**src/rtl/irq_router_pkg.sv**
```systemverilog
`timescale 1ns/1ps
// Shared constants and layout functions for the interrupt router.
// Assumes a 4-bit word-offset address and one 2-bit steering field per source.
package irq_router_pkg;
    localparam int DW      = 32;
    localparam int AW      = 4;
    localparam int FW      = 2;
    localparam int N_PCI   = 7;
    localparam int N_LOC   = 6;
    localparam int N_ISA   = 3;
    localparam int N_PANIC = 5;
    localparam int N_LINE  = 3;
    localparam int N_STEER = 5;
    localparam int N_SRC   = N_PCI + N_LOC + N_ISA;
    localparam int PCI_BASE = 0;
    localparam int LOC_BASE = PCI_BASE + N_PCI;
    localparam int ISA_BASE = LOC_BASE + N_LOC;
    localparam int KBD_BIT  = 0;
    localparam int SLOT_W   = 4;

    localparam int OFS_LOC    = 0;
    localparam int OFS_PANIC  = 1;
    localparam int OFS_PCI    = 2;
    localparam int OFS_ISA    = 3;
    localparam int OFS_KBD    = 4;
    localparam int OFS_STEER0 = 8;

    // Index of the steering register that holds source s.
    function automatic int steer_reg(input int s);
        if (s < PCI_BASE + SLOT_W)      return 0;
        else if (s < LOC_BASE)          return 1;
        else if (s < LOC_BASE + SLOT_W) return 2;
        else if (s < ISA_BASE)          return 3;
        else                            return 4;
    endfunction

    // Field number (0..3) of source s inside its steering register.
    function automatic int steer_field(input int s);
        if (s < PCI_BASE + SLOT_W)      return s - PCI_BASE;
        else if (s < LOC_BASE)          return s - PCI_BASE - SLOT_W;
        else if (s < LOC_BASE + SLOT_W) return s - LOC_BASE;
        else if (s < ISA_BASE)          return s - LOC_BASE - SLOT_W;
        else                            return s - ISA_BASE;
    endfunction

    // True for offsets that decode to a register.
    function automatic logic addr_defined(input logic [AW-1:0] a);
        return (int'(a) <= OFS_KBD) ||
               (int'(a) >= OFS_STEER0 && int'(a) < OFS_STEER0 + N_STEER);
    endfunction
endpackage

```
**src/rtl/irq_sync.sv**
```systemverilog
`timescale 1ns/1ps
// Two-flop synchronizer for W independent level signals.
// Assumes each input holds at least one clock so that it is seen.
module irq_sync #(
    parameter int W = 8
) (
    input  logic         clk,
    input  logic         rst_n,
    input  logic [W-1:0] d,
    output logic [W-1:0] q
);
    logic [W-1:0] meta_q;

    // Two register stages, cleared by reset.
    always_ff @(posedge clk) begin
        if (!rst_n) begin
            meta_q <= '0;
            q      <= '0;
        end else begin
            meta_q <= d;
            q      <= meta_q;
        end
    end
endmodule

```
**src/rtl/irq_regs.sv**
```systemverilog
`timescale 1ns/1ps
// Register file: group enables, keyboard enable, per-source steering fields,
// fatal status capture with write-one-to-clear, and the read mux.
// Assumes synchronized inputs; reads are combinational on bus_addr.
module irq_regs
    import irq_router_pkg::*;
(
    input  logic                clk,
    input  logic                rst_n,
    input  logic [AW-1:0]       bus_addr,
    input  logic                bus_wr,
    input  logic [DW-1:0]       bus_wdata,
    output logic [DW-1:0]       bus_rdata,
    input  logic [N_SRC-1:0]    src_lvl,
    input  logic [N_PANIC-1:0]  panic_lvl,
    output logic [N_SRC-1:0]    src_en,
    output logic [N_SRC*FW-1:0] steer_flat,
    output logic [N_PANIC-1:0]  panic_stat,
    output logic [N_PANIC-1:0]  panic_rise
);
    logic [N_PCI-1:0]   pci_en_q;
    logic [N_LOC-1:0]   loc_en_q;
    logic [N_ISA-1:0]   isa_en_q;
    logic               kbd_en_q;
    logic [N_PANIC-1:0] panic_prev_q;
    logic [N_PANIC-1:0] panic_clr;
    logic               unused_wdata;

    assign unused_wdata = ^bus_wdata[DW-1:8];

    // Group enable registers and the extra keyboard enable.
    always_ff @(posedge clk) begin
        if (!rst_n) begin
            pci_en_q <= '0;
            loc_en_q <= '0;
            isa_en_q <= '0;
            kbd_en_q <= 1'b0;
        end else if (bus_wr) begin
            if (bus_addr == AW'(OFS_PCI)) pci_en_q <= bus_wdata[N_PCI-1:0];
            if (bus_addr == AW'(OFS_LOC)) loc_en_q <= bus_wdata[N_LOC-1:0];
            if (bus_addr == AW'(OFS_ISA)) isa_en_q <= bus_wdata[N_ISA-1:0];
            if (bus_addr == AW'(OFS_KBD)) kbd_en_q <= bus_wdata[0];
        end
    end

    // One steering field per source, written from its register slot.
    for (genvar s = 0; s < N_SRC; s++) begin : g_fld
        localparam int REG_OFS = OFS_STEER0 + steer_reg(s);
        localparam int BIT_POS = FW * steer_field(s);
        logic [FW-1:0] fld_q;

        // Field register for this source.
        always_ff @(posedge clk) begin
            if (!rst_n)
                fld_q <= '0;
            else if (bus_wr && bus_addr == AW'(REG_OFS))
                fld_q <= bus_wdata[BIT_POS +: FW];
        end
        assign steer_flat[s*FW +: FW] = fld_q;
    end

    // Per-source enable vector; the keyboard has two enables.
    always_comb begin
        src_en = '0;
        src_en[PCI_BASE +: N_PCI] = pci_en_q;
        src_en[LOC_BASE +: N_LOC] = loc_en_q;
        src_en[LOC_BASE + KBD_BIT] = loc_en_q[KBD_BIT] | kbd_en_q;
        src_en[ISA_BASE +: N_ISA] = isa_en_q;
    end

    // Rising-edge detect and clear mask for the fatal group.
    assign panic_rise = panic_lvl & ~panic_prev_q;
    assign panic_clr  = (bus_wr && bus_addr == AW'(OFS_PANIC)) ?
                        bus_wdata[N_PANIC-1:0] : '0;

    // Sticky fatal status; a new edge wins over a clear.
    always_ff @(posedge clk) begin
        if (!rst_n) begin
            panic_prev_q <= '0;
            panic_stat   <= '0;
        end else begin
            panic_prev_q <= panic_lvl;
            panic_stat   <= (panic_stat & ~panic_clr) | panic_rise;
        end
    end

    // Read mux: raw levels, fatal status and steering readback.
    always_comb begin
        bus_rdata = '0;
        case (bus_addr)
            AW'(OFS_LOC):   bus_rdata[N_LOC-1:0]   = src_lvl[LOC_BASE +: N_LOC];
            AW'(OFS_PANIC): bus_rdata[N_PANIC-1:0] = panic_stat;
            AW'(OFS_PCI):   bus_rdata[N_PCI-1:0]   = src_lvl[PCI_BASE +: N_PCI];
            AW'(OFS_ISA):   bus_rdata[N_ISA-1:0]   = src_lvl[ISA_BASE +: N_ISA];
            AW'(OFS_KBD):   bus_rdata[0]           = src_lvl[LOC_BASE + KBD_BIT];
            default:        bus_rdata = '0;
        endcase
        for (int s = 0; s < N_SRC; s++) begin
            if (bus_addr == AW'(OFS_STEER0 + steer_reg(s)))
                bus_rdata[FW*steer_field(s) +: FW] = steer_flat[s*FW +: FW];
        end
    end
endmodule

```
**src/rtl/irq_xbar.sv**
```systemverilog
`timescale 1ns/1ps
// Crossbar from sources to processor lines.
// A line is the OR of pending, enabled sources whose field names it;
// field values at or above N_LINE reach no line.
module irq_xbar
    import irq_router_pkg::*;
(
    input  logic [N_SRC-1:0]    pend,
    input  logic [N_SRC-1:0]    en,
    input  logic [N_SRC*FW-1:0] steer_flat,
    output logic [N_LINE-1:0]   line
);
    for (genvar l = 0; l < N_LINE; l++) begin : g_line
        logic [N_SRC-1:0] hit;
        for (genvar s = 0; s < N_SRC; s++) begin : g_src
            assign hit[s] = pend[s] & en[s] & (steer_flat[s*FW +: FW] == FW'(l));
        end
        assign line[l] = |hit;
    end
endmodule

```
**src/rtl/irq_router.sv**
```systemverilog
`timescale 1ns/1ps
// Top of the steerable interrupt router: synchronizers, register file and
// crossbar. Assumes all inputs are in, or synchronized to, the clk domain
// except the sources, which are synchronized here.
module irq_router
    import irq_router_pkg::*;
(
    input  logic                clk,
    input  logic                rst_n,
    input  logic [AW-1:0]       bus_addr,
    input  logic                bus_wr,
    input  logic [DW-1:0]       bus_wdata,
    output logic [DW-1:0]       bus_rdata,
    input  logic [N_PCI-1:0]    pci_src,
    input  logic [N_LOC-1:0]    loc_src,
    input  logic [N_ISA-1:0]    isa_src,
    input  logic [N_PANIC-1:0]  panic_src,
    output logic [N_LINE-1:0]   cpu_irq,
    output logic                panic_irq
);
    logic [N_SRC-1:0]    src_lvl;
    logic [N_PANIC-1:0]  panic_lvl;
    logic [N_SRC-1:0]    src_en;
    logic [N_SRC*FW-1:0] steer_flat;
    logic [N_PANIC-1:0]  panic_stat;
    logic [N_PANIC-1:0]  panic_rise;

    irq_sync #(.W(N_SRC)) u_src_sync (
        .clk(clk), .rst_n(rst_n), .d({isa_src, loc_src, pci_src}), .q(src_lvl)
    );

    irq_sync #(.W(N_PANIC)) u_panic_sync (
        .clk(clk), .rst_n(rst_n), .d(panic_src), .q(panic_lvl)
    );

    irq_regs u_regs (
        .clk(clk), .rst_n(rst_n),
        .bus_addr(bus_addr), .bus_wr(bus_wr), .bus_wdata(bus_wdata),
        .bus_rdata(bus_rdata),
        .src_lvl(src_lvl), .panic_lvl(panic_lvl),
        .src_en(src_en), .steer_flat(steer_flat),
        .panic_stat(panic_stat), .panic_rise(panic_rise)
    );

    irq_xbar u_xbar (
        .pend(src_lvl), .en(src_en), .steer_flat(steer_flat), .line(cpu_irq)
    );

    // Dedicated fatal line follows any set status bit.
    assign panic_irq = |panic_stat;
endmodule

```
**config.mk**
```make
export PLATFORM = sky130hd
export DESIGN_NAME = irq_router
export DESIGN_NICKNAME = d
export VERILOG_FILES = /design/src/rtl/irq_router_pkg.sv /design/src/rtl/irq_sync.sv /design/src/rtl/irq_regs.sv /design/src/rtl/irq_xbar.sv /design/src/rtl/irq_router.sv
export SDC_FILE = /design/constraint.sdc
export NUM_CORES = 1
export LEC_CHECK = 0
export BUFFER_PORTS_ARGS = -buffer_cell sky130_fd_sc_hd__buf_2
export CELL_PAD_IN_SITES_DETAIL_PLACEMENT = 1
export CELL_PAD_IN_SITES_GLOBAL_PLACEMENT = 2
export CORE_AREA = 2 2 128 130
export DETAILED_ROUTE_END_ITERATION = 12
export DIE_AREA = 0 0 130 132
export PLACE_DENSITY = 0.74
export SYNTH_ARGS = -nofsm -noshare
export SYNTH_HDL_FRONTEND = slang
export SYNTH_SLANG_ARGS = --single-unit
export TNS_END_PERCENT = 100
```
**constraint.sdc**
```tcl
create_clock -name clk -period 3.6 [get_ports clk]
set_clock_uncertainty 0.15 [all_clocks]
set_input_delay 0.72 -clock clk [delete_from_list [all_inputs] [get_ports clk]]
set_output_delay 0.72 -clock clk [all_outputs]
set_load 0.02 [all_outputs]
```
# Word level (Yosys, flattened, before mapping)
# Cells that the tools add are included.
# W data, S select, Z words.
# word_totals
input_bits,60
register_bits,101
# classes
n_reduce_logical,32
n_addsub,16
n_shift,32
bitwise_logic,70
n_eq_ne,41
mux,54
# op_table
cell,n
$neg A32 Y33,16
$shift A2 B33 Y32 const A,16
$shiftx A2 B33 Y32,16
$bwmux W32,16
$mux W32,16
$mux W31,16
$and A1 B1 Y1,64
$reduce_or A16 Y1,3
$eq A2 B1 Y1 const B,16
$eq A2 B2 Y1 const B,16
$logic_not A2 Y1,16
$eq A4 B4 Y1 const B,5
$and A5 B5 Y5,2
$not A5 Y5,2
$eq A4 B2 Y1 const B,2
$pmux W2 S4,1
$reduce_and A2 Y1,4
$logic_and A1 B1 Y1,6
$pmux W2 S3,1
$mux W5,1
$or A5 B5 Y5,1
$reduce_or A5 Y1,1
$eq A4 B1 Y1 const B,1
$eq A4 B3 Y1 const B,1
6 further kinds,6

# Longest topological paths before layout
# Gate-level depths: netlist of the first run.
# logic_depth
ltp_word,36
depth_mapped,6
ltp_nobuf,4

# Modules after synthesis
# From an unflattened synthesis of the first run, not the netlist that was laid out.
# hier_totals
cells_unflattened,523
area_unflattened_um2,4800.9
# modules_own_cells
mod,area_per_inst_um2,seq_area_each_um2,instances,cells_per_inst
irq_regs,3128.0,1181.1,1,350
irq_sync (u_src_sync),895.9,640.6,1,67
irq_xbar,501.7,0.0,1,83
irq_sync (u_panic_sync),262.8,200.2,1,20
irq_router,12.5,0.0,1,3

# Worst setup path after synthesis of the first run
# No wires, ideal clock.
# synth_timing
path_type,input to output
start,input port bus_addr[3]
end,output port bus_rdata[3]
slack_ps,840
n_path_buf,2
required_time_ps,2730
cell_stages,4
arrival_ps,1890
path_cell_list,buf_2 -> buf_1 -> mux4_2 -> a221o_1
# synth_via
elab_chain_len,34
# synth_rtl
item,line_no,text
"start, declared",irq_router.sv:10,"input logic [AW-1:0] bus_addr,"
$eq A4 B2 Y1 (tied with other cells),irq_regs.sv:90,case (bus_addr)
$pmux W2 S3,irq_regs.sv:90,
$bwmux W32,irq_regs.sv:100,bus_rdata[FW*steer_field(s) +: FW] = steer_flat[s*FW +: FW];
$mux W32,irq_regs.sv:99,if (bus_addr == AW'(OFS_STEER0 + steer_reg(s)))
$bwmux W32,irq_regs.sv:100,
$mux W32,irq_regs.sv:99,
$bwmux W32,irq_regs.sv:100,
$mux W32,irq_regs.sv:99,
(+18 left out),--,
$bwmux W32,irq_regs.sv:100,
$mux W32,irq_regs.sv:99,
$bwmux W32,irq_regs.sv:100,
$mux W32,irq_regs.sv:99,
$bwmux W32,irq_regs.sv:100,
$mux W32,irq_regs.sv:99,
$bwmux W32,irq_regs.sv:100,
$mux W32 (*),irq_regs.sv:99,
"end, declared",irq_router.sv:13,"output logic [DW-1:0] bus_rdata,"
# Every way passes the cells marked *; elsewhere a longest branch is shown, timed or not.

# Worst setup path in the final report of the first run
# layout_timing
start,input port bus_addr[3]
end,output port bus_rdata[1]
# layout_via
elab_chain_len,34
# layout_rtl
item,line_no
$eq A4 B2 Y1 (tied with other cells),irq_regs.sv:90
$pmux W2 S4,irq_regs.sv:90
$bwmux W32,irq_regs.sv:100
$mux W32,irq_regs.sv:99
$bwmux W32,irq_regs.sv:100
$mux W32,irq_regs.sv:99
$bwmux W32,irq_regs.sv:100
$mux W32,irq_regs.sv:99
(+18 left out),--
$bwmux W32,irq_regs.sv:100
$mux W32,irq_regs.sv:99
$bwmux W32,irq_regs.sv:100
$mux W32,irq_regs.sv:99
$bwmux W32,irq_regs.sv:100
$mux W32,irq_regs.sv:99
$bwmux W32,irq_regs.sv:100
$mux W32 (*),irq_regs.sv:99
# Marked as above.

==> summary.txt, run 1 <==
Die
  • Die W: 130 um
  • Die ar.: 17160 um2
  • Core Area: 15710 um2
  • Starting Density: 29.68%
  • Row count: 46
  • IO Pins: 96
  • Die height: 132 um

Global route
  • Overall Global Routing Usage: 16.43%
  • Vias in the first global route: 3871
  • Initial antenna violation count: 1
  • Largest net degree at the start of global routing: 55
  • Congestion Overflow GR: 0
  • First-pass GRT wire length: 21490 um

Drt
  • DR vias: 3758
  • DRC Markers: 0
  • WL/cell: 17.92 um
  • Iteration-0 DRC Markers: 220
  • DRT Pass-1 Iters: 4
  • Final WL: 13690 um
  • Vias per cell: 4.919
  • DRT antenna net count: 0

Critical path
  • CP Launch Type: input port
  • Buffers plus inverters on the worst setup path: 2
  • Arrival time at the worst endpoint: 2260 ps
  • CP Capture Type: output pin
  • Critical path's largest stage delay: 450 ps
  • Slowest stage cell, crit path: buf_2
  • Worst path cell trace: buf_2, nor2b_1, a22o_1, a32oi_1, o211ai_1, buf_2
  • Worst path required time: 2730 ps
  • Worst Path Max Fanout: 30
  • Cell family with most CP delay: compound AO/OA/AOI/OAI gates
  • Most frequent CP cell: buf_2
  • Critical path class: input port to output pin

Synthesis
  • Flops & latches, synth: 101
  • Area contributors post-synth: dfxtp_1 (43%), mux2i_1 (8.8%), and2_1 (6.3%)
  • Mapped cell area: 4663 um2
  • Ys Warns: 0
  • Number of synthesized flops with an enable pin: 0
  • Most used DFF post-synth: dfxtp_1
  • Synth async-reset ratio: 0%
  • Post-synthesis cell count: 506
  • Top cell type's share of synthesized area: 43.36%
  • Register area share after synthesis: 43.36%
  • Syn Area/Cell: 9.216 um2
  • Yosys cell types: 47
  • Area leader, netlist: dfxtp_1

Layout
  • Share of layout cells above drive strength 1: 13.35%
  • Most frequent cells in the layout: dfxtp_1 (101), nor2b_1 (47), and2_1 (47), buf_2 (47), mux2i_1 (41)
  • Final design utilization: 33.78%
  • Layout area overhead: 13.82%
  • Fill cell count: 1841
  • Fin nets: 602
  • Most common cell after layout, fill and taps aside: dfxtp_1

Timing
  • RSZ-0062 raised after global routing: no
  • Fin. max-slew vios: 0
  • Max Fclk: 319.0 MHz
  • Slew headroom: 56.80%
  • Final Hold Fails: 0
  • Final Critical Period: 3135 ps
  • Least-Margin Pin Slew: 648.0 ps
  • Final Cycle Share: 87.08%
  • Finish-stage setup viols: 0
  • Post-Route Setup TNS: 0 ps

Clock network
  • Num Clock Sinks: 101
  • Clk_lat worst skew: 350 ps
  • Cts repair resizes: 0
  • Num CTS Buffers: 9
  • # hold bufs at CTS: 0
  • Clock-pin slew on the worst setup and hold paths: 70 ps
  • CTS tree: built
  • Root Buffer: clkbuf_16
  • Setup Fix Bufs, Post-CTS: 0
  • Max H-tree Level: 3
  • Deepest clock path buffer count: 2

Run status
  • Status: completed

Placement
  • DPL Wire Length: 10110 um
  • Port bufs: 47
  • Placer Congestion: 0.8926

Pwr
  • Pwr Density: 438.0 nW/um2
  • Worst vdd ir: 0.0001980 V
  • Leak pwr: 2.140 nW

Run
  • Max cap viols: 0

Min path
  • Worst hold path class: flop to flop
-- layer usage --
| metal | global-route usage (%) | up-vias | wire length [um] |
|---|---|---|---|
| li1 | - | 1794 | - |
| met1 | 21.46 | 1807 | 6199 |
| met2 | 26.38 | 124 | 6341 |
| met3 | 3.003 | 31 | 709 |
| met4 | 7.109 | 2 | 430 |
| met5 | 0 | - | 7 |
-- stage by stage --
stage	hold WS (ps)	total power [mW]	setup slack, ps	cells	cell area, um2
6_report	286.4	2.325	465.3	764	5308
4_1_cts	286.6	2.352	495.6	763	5305
3_5_place_dp	269.9	1.393	498.2	747	5011
2_1_floorplan	261.9	1.341	840.1	529	4750
5_1_grt	300.0	2.418	346.7	763	5305
3_3_place_gp	266.5	1.387	519.3	747	5011
-- state kept, by name, indices dropped and copies added, names as in the netlist --
register	count
u_panic_sync.q	5
u_regs.loc_en_q	6
u_src_sync.meta_q	16
u_regs.g_fld.fld_q	32
u_panic_sync.meta_q	5
u_regs.kbd_en_q	1
u_regs.panic_stat	5
u_src_sync.q	16
u_regs.isa_en_q	3
u_regs.pci_en_q	7
u_regs.panic_prev_q	5
-- Yosys cell counts, types with 9 or more instances --
library cell / count
clkbuf_1: 19
and2_1: 47
nor2_1: 22
o21ai_0: 21
a21boi_0: 18
dfxtp_1: 101
nand4b_1: 13
nor3b_1: 9
nor2b_1: 47
nor3_1: 11
nand2_1: 33
mux2i_1: 41
buf_4: 25
-- worst register-to-register path, delay by kind of cell (launching register included) --
family,cells,cell delay [ps]
AO/OA/AOI/OAI,2,310
flip-flops,1,510
-- logic make-up after synthesis --
| logic type | synth area share (%) |
|---|---|
| compound gates | 13.74 |
| other cells | 0.08042 |
| simple gates | 26.29 |
| flops | 43.36 |
| mux | 9.525 |
| buf+inv | 7.003 |
-- power by group --
part,leakage (nW),internal (mW),switching [mW]
Combinational,1.17,0.0709,0.123
Sequential,0.825,1.15,0.0236
Clock,0.143,0.487,0.471
Total,2.14,1.71,0.617
-- layout make-up --
cell class,count,area (um2),share of cell area [%]
multi-input cells,368,2401,45.24
flip-flops and latches,101,2022,38.10
repair buffers,54,287.8,5.422
well taps,216,270.3,5.092
clock buffers,9,225.2,4.243
clock inverters,7,68.82,1.297
inverters,8,30.03,0.5658
diodes,1,2.502,0.04715
-- worst paths after layout --
check | slack [ps] | cells after the start | start | endpoint
max | 470 | 6 | bus_addr[3] | bus_rdata[1]
min | 290 | 1 | u_src_sync.meta_q[11] | u_src_sync.q[11]
max reg2reg | 2560 | 2 | u_regs.g_fld[12].fld_q[0] | u_regs.g_fld[12].fld_q[0]
min reg2reg | 290 | 1 | u_src_sync.meta_q[11] | u_src_sync.q[11]
Note: power is estimated with default switching activity, not from simulation.
==> run 2, diff against run 1 <==
--- a/config.mk
+++ b/config.mk
@@ -11,7 +11,8 @@
 export CORE_AREA = 2 2 128 130
 export DETAILED_ROUTE_END_ITERATION = 12
 export DIE_AREA = 0 0 130 132
-export PLACE_DENSITY = 0.74
+export HOLD_SLACK_MARGIN = 0.1
+export PLACE_DENSITY_LB_ADDON = 0.1
 export SYNTH_ARGS = -nofsm -noshare
 export SYNTH_HDL_FRONTEND = slang
 export SYNTH_SLANG_ARGS = --single-unit
==> run 2 against run 1 <==
First-iteration DRC count fell by 27%. Critical endpoint unchanged. Die area is the same. Via count decreased by 1.3%. Count of clock-buffer cells in the layout up 2.
==> summary.txt, run 2 (synthesis results as in run 1) <==
Run status
  • Status: completed

Timing
  • RSZ-0062 raised after global routing: no
  • Final Hold Fails: 0
  • Final Cycle Share: 88.14%
  • Hold Slack: 284.1 ps
  • Post-Route Setup TNS: 0 ps
  • Least-Margin Pin Slew: 752.9 ps
  • Fin. max-slew vios: 0
  • Final Critical Period: 3173 ps
  • Max Fclk: 315.2 MHz
  • Slew headroom: 49.81%
  • Finish-stage setup viols: 0

Min path
  • Worst hold path class: flop to flop

Critical path
  • CP Launch Type: input port
  • Worst Path Max Fanout: 30
  • Worst path required time: 2730 ps
  • Arrival time at the worst endpoint: 2300 ps
  • Critical path class: input port to output pin
  • CP Capture Type: output pin

Global route
  • First-pass GRT wire length: 21850 um
  • Vias in the first global route: 3729
  • Initial antenna violation count: 0
  • Congestion Overflow GR: 0
  • Overall Global Routing Usage: 17.03%
  • Largest net degree at the start of global routing: 102

Run
  • Max cap viols: 0

Drt
  • DRT antenna net count: 0
  • WL/cell: 18.73 um
  • Final WL: 14250 um
  • DR vias: 3708
  • Iteration-0 DRC Markers: 161
  • DRC Markers: 0
  • Vias per cell: 4.873
  • DRT Pass-1 Iters: 4

Layout
  • Fin nets: 600
  • Most frequent cells in the layout: dfxtp_1 (101), nor2b_1 (47), and2_1 (47), buf_2 (47), mux2i_1 (41)
  • Share of layout cells above drive strength 1: 12.66%
  • Top reg by flops: u_regs.g_fld.fld_q
  • ANT cells: 0
  • Most common cell after layout, fill and taps aside: dfxtp_1
  • Layout area overhead: 13.17%
  • Top Registers: u_regs.g_fld.fld_q: 32 flops, u_src_sync.meta_q: 16 flops, u_src_sync.q: 16 flops
  • Flip-flop count of the largest register after layout: 32

Die
  • Die height: 132 um
  • Core Area: 15710 um2
  • Row count: 46
  • IO Pins: 96
  • Die ar.: 17160 um2
  • Starting Density: 29.68%
  • Die W: 130 um

Pwr
  • Worst vdd ir: 0.0002686 V
  • Pwr Density: 432.1 nW/um2
  • Leak pwr: 2.116 nW

Clock network
  • Cts repair resizes: 0
  • Root Buffer: clkbuf_16
  • Num CTS Buffers: 9
  • Clk_lat worst skew: 350 ps
  • CTS tree: built
  • Deepest clock path buffer count: 2
  • Num Clock Sinks: 101
  • Setup Fix Bufs, Post-CTS: 0
  • Clock-pin slew on the worst setup and hold paths: 60 ps
  • # hold bufs at CTS: 0
  • Max H-tree Level: 3

Placement
  • DPL Wire Length: 10470 um
  • Placer Congestion: 0.9056
  • Port bufs: 47
run 2: per-stage QoR:
step	cells	util (%)	power (mW)	instance area, um2	setup WS, ps
after global placement	745	31.80	1.392	4996	456.6
after floorplan	529	-	1.341	4750	840.1
after global routing	761	33.59	2.385	5278	333.0
final	761	33.59	2.280	5278	427.0
after detailed placement	745	31.80	1.395	4996	446.4
after CTS	761	33.59	2.324	5278	445.8
run 2: final cells by class:
cell class	count	area, um2
Clock buffer	11	232.7
Inverter	8	30.03
Fill cell	1861	10440
Tap cell	216	270.3
Clock inverter	5	48.80
Multi-Input combinational cell	368	2401
Sequential cell	101	2022
Timing Repair Buffer	52	272.8
run 2: report_power, final:
group	switching, mW	internal [mW]
logic	0.122	0.0698
clock network	0.435	0.478
registers	0.0252	1.15
run 2: path summary, 6_finish.rpt:
kind	startpoint	to	slack (ps)	cells after the start
worst max-delay path	bus_addr[3]	bus_rdata[1]	430	6
worst min-delay path	u_src_sync.meta_q[0]	u_src_sync.q[0]	280	1
worst max register to register	u_regs.g_fld[12].fld_q[1]	u_regs.g_fld[12].fld_q[1]	2550	2
worst min register to register	u_src_sync.meta_q[0]	u_src_sync.q[0]	280	1
run 2: metal layers:
layer	track usage [%]	wire length, um	part of all wire (%)
met5	0	0	0
met2	26.82	6550	46
met1	23.51	6680	47
met3	2.476	738	5.2
met4	6.392	284	2.0
run 2: critical path, cell delays in order:
cell and delay (ps):
buf_2 480, nor2b_1 230, a22o_1 310, a32oi_1 210, o211ai_1 150, buf_2 190
==> run 3, diff against run 2 <==
--- a/config.mk
+++ b/config.mk
@@ -12,7 +12,7 @@
 export DETAILED_ROUTE_END_ITERATION = 12
 export DIE_AREA = 0 0 130 132
 export HOLD_SLACK_MARGIN = 0.1
-export PLACE_DENSITY_LB_ADDON = 0.1
+export PLACE_DENSITY = 0.8
 export SYNTH_ARGS = -nofsm -noshare
 export SYNTH_HDL_FRONTEND = slang
 export SYNTH_SLANG_ARGS = --single-unit
==> constraint.sdc (replaced) <==
create_clock -name clk -period 3.6 [get_ports clk]
set_clock_uncertainty 0.15 [all_clocks]
set_input_delay 0.54 -clock clk [delete_from_list [all_inputs] [get_ports clk]]
set_output_delay 0.54 -clock clk [all_outputs]
set_load 0.02 [all_outputs]
==> run 3 against run 2 <==
Maximum frequency is 12% higher. Sequential power is essentially flat. Register-to-register slack gained 20 ps. Utilization increased by 0.19 points. Sequential cell count unchanged. Critical endpoint unchanged. Cell count decreased by 0.13%. Largest cell class unchanged. Highest routed layer unchanged. Via count is 2.2% higher.
==> summary.txt, run 3 (synthesis results as in run 1) <==
Timing
  • Post-Route Setup TNS: 0 ps
  • Least-Margin Pin Slew: 823.9 ps
  • Max Fclk: 353.8 MHz
  • Final Cycle Share: 78.52%
  • Fin. max-slew vios: 0
  • Final worst slack: 773.3 ps
  • Slew headroom: 45.07%
  • Final Critical Period: 2827 ps
  • Hold Slack: 233.8 ps
  • Final Hold Fails: 0
  • Finish-stage setup viols: 0
  • RSZ-0062 raised after global routing: no

Placement
  • Port bufs: 47
  • Placer Congestion: 0.9248
  • # placed instances: 744
  • DPL Wire Length: 10000 um
  • Placed cell areas: 4989 um2
  • Pre-CTS setup slack: 806.6 ps

Die
  • Die ar.: 17160 um2
  • Die W: 130 um
  • Die height: 132 um
  • Row count: 46
  • Starting Density: 29.68%
  • Core Area: 15710 um2
  • IO Pins: 96

Pwr
  • Pwr Density: 449.7 nW/um2
  • Total power: 2.387 mW
  • Reg power frac: 49.1%
  • Int Power: 1.777 mW
  • Worst vdd ir: 0.0003255 V
  • Clock share of power: 42.8%
  • Comb pwr share: 8.0%
  • Leak pwr: 2.137 nW
  • Net Sw Frac: 25.56%
  • Psw: 0.6100 mW

Layout
  • Flip-flop count of the largest register after layout: 32
  • Final std cells w/o fill: 760
  • Final Instance Area: 5308 um2
  • Final design utilization: 33.78%
  • Fin nets: 599
  • Top Registers: u_regs.g_fld.fld_q: 32 flops, u_src_sync.meta_q: 16 flops, u_src_sync.q: 16 flops
  • Most frequent cells in the layout: dfxtp_1 (101), nor2b_1 (47), and2_1 (47), buf_2 (47), mux2i_1 (41)
  • ANT cells: 0
  • Most common cell after layout, fill and taps aside: dfxtp_1
  • Fill cell count: 1846
  • Share of layout cells above drive strength 1: 12.87%
  • Multi-input logic area: 2401 um2
  • Register Area: 2022 um2
  • Top reg by flops: u_regs.g_fld.fld_q
  • Layout area overhead: 13.82%

Run status
  • Status: completed

Run
  • Max cap viols: 0

Clock network
  • Clk_lat worst skew: 350 ps
  • Num Clock Sinks: 101
  • Deepest clock path buffer count: 2
  • CTS tree: built
  • Clock-pin slew on the worst setup and hold paths: 80 ps
  • Cts repair resizes: 0
  • Num CTS Buffers: 9
  • Max H-tree Level: 3
  • # hold bufs at CTS: 0
  • Root Buffer: clkbuf_16
  • Setup Fix Bufs, Post-CTS: 0

Drt
  • Iteration-0 DRC Markers: 234
  • DRT antenna net count: 0
  • Final WL: 13630 um
  • DR vias: 3788
  • DRC Markers: 0
  • Vias per cell: 4.984
  • WL/cell: 17.94 um
  • DRT Pass-1 Iters: 5

Min path
  • Worst hold path class: input port to flop

Global route
  • Overall Global Routing Usage: 16.50%
  • Largest net degree at the start of global routing: 66
  • Congestion Overflow GR: 0
  • First-pass GRT wire length: 21670 um
  • Vias in the first global route: 3884
  • Initial antenna violation count: 0

Critical path
  • CP Launch Type: input port
  • Worst Path Max Fanout: 25
  • Arrival time at the worst endpoint: 2140 ps
  • Critical path class: input port to output pin
  • CP Capture Type: output pin
  • Worst path required time: 2910 ps
[run 3: cell count changes in the layout (fill, tap and decap cells not counted), sizes merged]
cell | before | now
inv | 8 | 11
clkbuf | 11 | 9
buf | 52 | 51
bufinv | 0 | 1
clkinv | 3 | 2
clkinvlp | 2 | 1
[run 3: worst paths after layout]
check	startpoint	end	slack, ps	depth (start not counted)
setup / recovery	bus_addr[1]	bus_rdata[1]	770	6
hold / removal	panic_src[3]	u_panic_sync.meta_q[3]	230	2
setup reg to reg	u_regs.g_fld[6].fld_q[1]	u_regs.g_fld[6].fld_q[1]	2570	2
hold reg to reg	u_src_sync.meta_q[14]	u_src_sync.q[14]	290	1
[run 3: metal layers]
| layer | routed length (um) | part of all wire, % | track usage, % |
|---|---|---|---|
| met1 | 6004 | 44 | 21.52 |
| met4 | 426 | 3.1 | 6.750 |
| met2 | 6294 | 46 | 26.27 |
| met5 | 0 | 0 | 0 |
| met3 | 906 | 6.6 | 3.653 |
[run 3: worst max-delay path, cell delays in order]
cell and delay [ps]:
buf_2 420, nor2b_1 430, a22o_1 260, a32oi_1 80, o211ai_1 170, buf_2 230
[run 3: cell type report]
type	count	area share, %
multi-input combinational	368	45.24
sequential	101	38.10
timing repair buffer	51	4.998
inverter	8	0.5658
clock buffer	9	4.243
tap	216	5.092
clock inverter	7	1.768
[run 3: power by group through the flow]
stage	clock network [mW]	registers, mW	logic (mW)
4_1_cts	1.05	1.17	0.192
2_1_floorplan	0	1.19	0.153
3_3_place_gp	0	1.20	0.186
5_1_grt	1.09	1.18	0.212
6_report	1.02	1.17	0.191
3_5_place_dp	0	1.20	0.191
